`src/rtl/alu4_pkg.sv`:
```
package alu4_pkg;
  localparam int WIDTH = 4;

  typedef struct packed {
    logic passB;       // first term takes B
    logic passNotB;    // first term takes ~B
    logic addAndNotB;  // second term takes A&~B
    logic addAnd;      // second term takes A&B
    logic arith;       // carries reach the result
    logic carryIn;     // active-high incoming carry
  } ctrl_t;
endpackage

```
`src/rtl/alu4_ctrl.sv`:
```
module alu4_ctrl
  import alu4_pkg::*;
(
  input  logic [3:0] funcSel,
  input  logic       logicMode,
  input  logic       carryInN,
  output ctrl_t      ctrl
);
  always_comb begin
    ctrl.passB      = funcSel[0];
    ctrl.passNotB   = funcSel[1];
    ctrl.addAndNotB = funcSel[2];
    ctrl.addAnd     = funcSel[3];
    ctrl.arith      = ~logicMode;
    ctrl.carryIn    = ~carryInN;
  end
endmodule

```
`src/rtl/alu4_datapath.sv`:
```
module alu4_datapath
  import alu4_pkg::*;
#(
  parameter int W = WIDTH
) (
  input  logic [W-1:0] opA,
  input  logic [W-1:0] opB,
  input  ctrl_t        ctrl,
  output logic [W-1:0] result,
  output logic         carryOut,
  output logic         allOnes,
  output logic         grpProp,
  output logic         grpGen
);
  logic [W-1:0] termX;
  logic [W-1:0] termY;
  logic [W:0]   carry;

  for (genvar i = 0; i < W; i++) begin : g_bit
    assign termX[i] = opA[i] | (opB[i] & ctrl.passB) | (~opB[i] & ctrl.passNotB);
    assign termY[i] = (opA[i] & ~opB[i] & ctrl.addAndNotB) | (opA[i] & opB[i] & ctrl.addAnd);
    assign result[i] = ctrl.arith ? (termX[i] ^ termY[i] ^ carry[i])
                                  : ~(termX[i] ^ termY[i]);
  end

  // Full lookahead: every carry is a flat sum of products over lower bits.
  always_comb begin
    carry[0] = ctrl.carryIn;
    for (int i = 1; i <= W; i++) begin
      logic acc;
      logic run;
      acc = 1'b0;
      run = 1'b1;
      for (int j = i - 1; j >= 0; j--) begin
        acc = acc | (run & termY[j]);
        run = run & termX[j];
      end
      carry[i] = acc | (run & ctrl.carryIn);
    end
  end

  always_comb begin
    logic g;
    g = 1'b0;
    for (int j = 0; j < W; j++) g = termY[j] | (termX[j] & g);
    grpGen = g;
  end

  assign grpProp  = &termX;
  assign carryOut = carry[W];
  assign allOnes  = &result;
endmodule

```
`src/rtl/alu4_slice.sv`:
```
module alu4_slice
  import alu4_pkg::*;
(
  input  logic [3:0] opA,
  input  logic [3:0] opB,
  input  logic [3:0] funcSel,
  input  logic       logicMode,
  input  logic       carryInN,
  output logic [3:0] result,
  output logic       carryOutN,
  output logic       allOnes,
  output logic       grpProp,
  output logic       grpGen
);
  ctrl_t ctrl;
  logic  carryOut;

  alu4_ctrl u_ctrl (
    .funcSel(funcSel), .logicMode(logicMode), .carryInN(carryInN), .ctrl(ctrl)
  );

  alu4_datapath #(.W(WIDTH)) u_dp (
    .opA(opA), .opB(opB), .ctrl(ctrl), .result(result), .carryOut(carryOut),
    .allOnes(allOnes), .grpProp(grpProp), .grpGen(grpGen)
  );

  assign carryOutN = ~carryOut;
endmodule

```
`config.mk`:
```
export PLATFORM = sky130hd
export DESIGN_NAME = alu4_slice
export DESIGN_NICKNAME = d
export VERILOG_FILES = /design/src/rtl/alu4_pkg.sv /design/src/rtl/alu4_ctrl.sv /design/src/rtl/alu4_datapath.sv /design/src/rtl/alu4_slice.sv
export SDC_FILE = /design/constraint.sdc
export NUM_CORES = 1
export LEC_CHECK = 0
export BUFFER_PORTS_ARGS = -buffer_cell sky130_fd_sc_hd__buf_2
export CORE_AREA = 2 2 39 41
export DETAILED_ROUTE_END_ITERATION = 7
export DIE_AREA = 0 0 41 43
export GPL_TIMING_DRIVEN = 0
export PLACE_DENSITY = 0.69
export SYNTH_ARGS = -nofsm -noshare
export SYNTH_HDL_FRONTEND = slang
export SYNTH_HIERARCHICAL = 1
export SYNTH_SLANG_ARGS = --single-unit
```
`constraint.sdc`:
```
create_clock -name vclk -period 2.3
set_input_delay 0.345 -clock vclk [all_inputs]
set_output_delay 0.345 -clock vclk [all_outputs]
set_load 0.01 [all_outputs]
```
# Yosys cells after proc, flatten, opt, wreduce, memory -nomap -nowiden
# Index checks and enable logic that the tools add are counted.
# op_classes
muxes	4
bitwise_logic	84
reduce_logical	2
# op_table
cell	n
1-bit bitwise AND	42
1-bit OR	24
1-bit NOT	10
4-bit AND reduction	2
1-bit XOR	8
1-bit 2-to-1 mux	4
# totals
ff_bits	0
in_bits	14
output_inout_bits	8
wordCells	90

# Longest topological paths before layout
# logic_depth
depth_word	11
ltp_mapped	7
ltp_nobuf	6

# Cells and area by module
# The synthesis kept the hierarchy.
# by_module_without_submodules
mod	n_inst	cells_each	area_each_um2	seq_area_each_um2
alu4_datapath	1	66	486.7	0.0
alu4_ctrl	1	6	37.5	0.0
alu4_slice	1	1	3.8	0.0

# Worst setup path before layout
# OpenSTA, ideal clock, no wires.
# synth_path
path_kind	input-to-output
start	input funcSel[1]
end	output allOnes
t_arrival_ns	1.571
required_time_ns	1.955
path_slack_ns	0.384
cell_stages	6
path_buffers	1
path_cell_list	buf_4 > mux2_4 > o21ai_2 > a211oi_1 > o31a_1 > and4bb_1
# synth_between
elab_chain_len	9
word_cells_on_any_way	40
cone_classes	mux (4); bitwise (35); reduce/logical (1)
# synth_rtl
item	line	rtl
start, declared	alu4_slice.sv:6	input logic [3:0] funcSel,
1-bit bitwise AND	alu4_datapath.sv:20	assign termX[i] = opA[i] | (opB[i] & ctrl.passB) | (~opB[i] & ctrl.passNotB);
1-bit OR	alu4_datapath.sv:20	
1-bit bitwise AND (on tied branches)	alu4_datapath.sv:35, alu4_datapath.sv:36	
1-bit OR, or another cell as far along	alu4_datapath.sv:35	acc = acc | (run & termY[j]);
1-bit OR / 1-bit bitwise AND (equally long branches)	alu4_datapath.sv:35, alu4_datapath.sv:38	
1-bit OR	alu4_datapath.sv:38	carry[i] = acc | (run & ctrl.carryIn);
1-bit XOR	alu4_datapath.sv:22	assign result[i] = ctrl.arith ? (termX[i] ^ termY[i] ^ carry[i])
1-bit 2-to-1 mux	alu4_datapath.sv:22	
4-bit AND reduction *	alu4_datapath.sv:51	assign allOnes = &result;
end, declared	alu4_slice.sv:11	output logic allOnes,
# Mark *: on every way between the ends. The rest lies on a longest branch, timed or not.

# Worst setup path in the final report
# layout_path
start	input opB[0]
end	output allOnes
# layout_between
elab_chain_len	10
word_cells_on_any_way	33
cone_classes	mux (4); bitwise (28); reduce/logical (1)
# layout_rtl
item	line	rtl
start, declared	alu4_slice.sv:5	input logic [3:0] opB,
1-bit NOT	alu4_datapath.sv:20, alu4_datapath.sv:21	
1-bit bitwise AND (2 in series)	alu4_datapath.sv:21	assign termY[i] = (opA[i] & ~opB[i] & ctrl.addAndNotB) | (opA[i] & opB[i] & ctrl.addAnd);
1-bit OR	alu4_datapath.sv:21	
1-bit bitwise AND	alu4_datapath.sv:35	
1-bit OR	alu4_datapath.sv:35	
1-bit OR	alu4_datapath.sv:38	
1-bit XOR	alu4_datapath.sv:22	
1-bit 2-to-1 mux	alu4_datapath.sv:22	
4-bit AND reduction *	alu4_datapath.sv:51	
# Marks and branches as above.

==> results.md <==
* Final Setup Violations at 0
* Hold Crit Class: in -> out
* Worst VDD drop at 0.100 mV
* Crit start category: input pin
* Die Span Y at ~43 um
* # clk buffers at 0
* WP data arrival at 1740 ps
* Pwr dens at between 200 and 250 nW/um2
* Total track usage at 14.8%
* Hold-fix buffers, CTS at 0
* Worst rel slew slack at approximately 80%
* Sequential share of the synthesized area at 0%
* Number of vias per cell at 5.24
* Setup CP Type: in -> out
* Yosys cell types at 33
* I/O Buffers at 16
* Global route overflow at 0
* # diodes at 0
* Switch share at between 50% and 60%
* Routed WL at 1.19 mm
* Register area at 0 um2
* Starting density of the core at between 30% and 40%
* Die X at about 41 um
* Post-Syn Nets at a little under 90
* RSZ-0062 raised after global routing: false
* Final #Nets at 105
* Area Growth Syn to Fin at 19.0%
* Initial antenna violation count at 0
* Pleak at ~0.00030 uW
* Clock Power Share at 0%
* CORE AREA at around 1400 um2
* Post-DP HPWL at roughly 980 um
* Crit-path leading delay family: simple AND/OR/NAND/NOR gates
* Fin crit share at 90.8%
* Crit path cell chain: buf_2 -> mux2_4 -> o21ai_2 -> a211oi_1 -> nor4_1 -> and4bb_1 -> buf_2
* Max cap viols at 0
* NetSw at just under 80 uW
* Post-Syn Area per Cell at 7.23 um2
* Final hold slack at approximately 1000 ps
* Comb pwr share at between 90% and 100%
* Fill cells at between 100 and 150
* Largest net degree at the start of global routing at 10
* Slew Viols, Final at 0
* IO Pins at 22
* Vias at 550
* Post-CTS resize count at 0
* Vias in the first global route at 456
* Critical path capture point type: primary output
* Worst slew pin tran at ~300 ps
* Cell Int Power at 73.1 uW
* Post-synth top area share at between 8 and 9%
* Commonest non-fill, non-tap cells in the layout: buf_2 (17), inv_1 (10), nor2_1 (8)
* Antenna viol nets, final at 0
* Num rows at 14
* Most common cell after layout, fill and taps aside: buf_2
* Synth area leaders: mux4_2 (8.5%), inv_1 (7.1%), buf_4 (5.7%)
* Flop pwr share at 0%
* Detailed Route Iter0 Violations at 5
* Most frequent CP cell: buf_2
* Buf/Inv on CP at 2
* Max Clk Rate at about 480 MHz
* Hold Vio Cnt, Final at 0
* Post-synth top area cell: mux4_2
* Post-Syn Area at approximately 530 um2
* Ys Warns at 6
* Gpl congestion at just over 0.7
* Layout cells sized above 1 at between 30 and 40%
* First-pass GRT wire length at 1.95 mm
* Routed WL per cell at between 10 and 15 um
* Syn Inst Count at 73
* Number of remaining DRC errors at 0
* Setup TNS at 0 ps
* Crit path largest cell delay at 310 ps
* Required @ worst endpoint at slightly below 2000 ps
* Die area at around 1800 um2
* Status: complete, no violations
* Setup Buffers After CTS at 0
* Post-route minimum period at 2090 ps
* CP max FO at 4
* Number of sequential cells at 0
* Fin util at a little under half
* Worst path slowest cell: mux2_4
* Initial DRT Pass Iterations at 4
[cell families after synthesis]
logic type             count (synthesis)  synth area share, %
multiplexers                           8                 25.4
buffers and inverters                 16                 15.9
AO/OA/AOI/OAI                         20                 26.8
AND/OR/NAND/NOR                       26                 25.6
XOR/XNOR                               3                 6.40
[metrics by stage]
step,instances,area [um2],setup WS [ps],power (uW)
2_1_floorplan,73,528,384,107
4_1_cts,105,628,206,152
3_3_place_gp,105,628,203,149
5_1_grt,105,628,127,167
6_report,105,628,211,151
3_5_place_dp,105,628,205,151
[worst paths after layout]
path	startpoint	to	slack, ps	cells after the start
worst min-delay path	opA[3]	grpGen	1050	4
worst max-delay path	opB[0]	allOnes	210	7
[per-layer routing]
layer | share of wire [%] | up-vias | global-route usage [%]
li1 | - | 291 | -
met1 | 50 | 238 | 24.2
met2 | 43 | 21 | 22.5
met3 | 6.6 | 0 | 0
met4 | 0 | 0 | 0
met5 | 0 | - | 0
[power groups by stage]
stage / combinational (uW) / sequential, uW / clock (uW)
after floorplan: 107 / 0 / 0
after global placement: 149 / 0 / 0
after detailed placement: 151 / 0 / 0
after CTS: 152 / 0 / 0
after global routing: 167 / 0 / 0
final: 151 / 0 / 0
[layout make-up]
class              instances  area (um2)  share of cell area, %
plain buffers              6        46.3                   7.37
inverters                 10        37.5                   5.98
multi-input cells         57         444                   70.7
well taps                 16        20.0                   3.19
repair buffers            16        80.1                   12.7
[Yosys cell counts (all sizes together)]
cell	instances
o31a	1
and4bb	1
or2	1
mux2	4
o21ai	4
nand3	1
nor4	1
nand2b	1
nor2b	4
o211ai	4
a211oi	3
or2b	1
and2	1
nor3	1
o221ai	1
xnor2	3
nand4	1
nor2	8
mux2i	1
a21oi	5
a22o	1
mux4	3
inv	10
nand2	5
o22a	1
buf	6
Note: power is estimated with default switching activity, not from simulation.
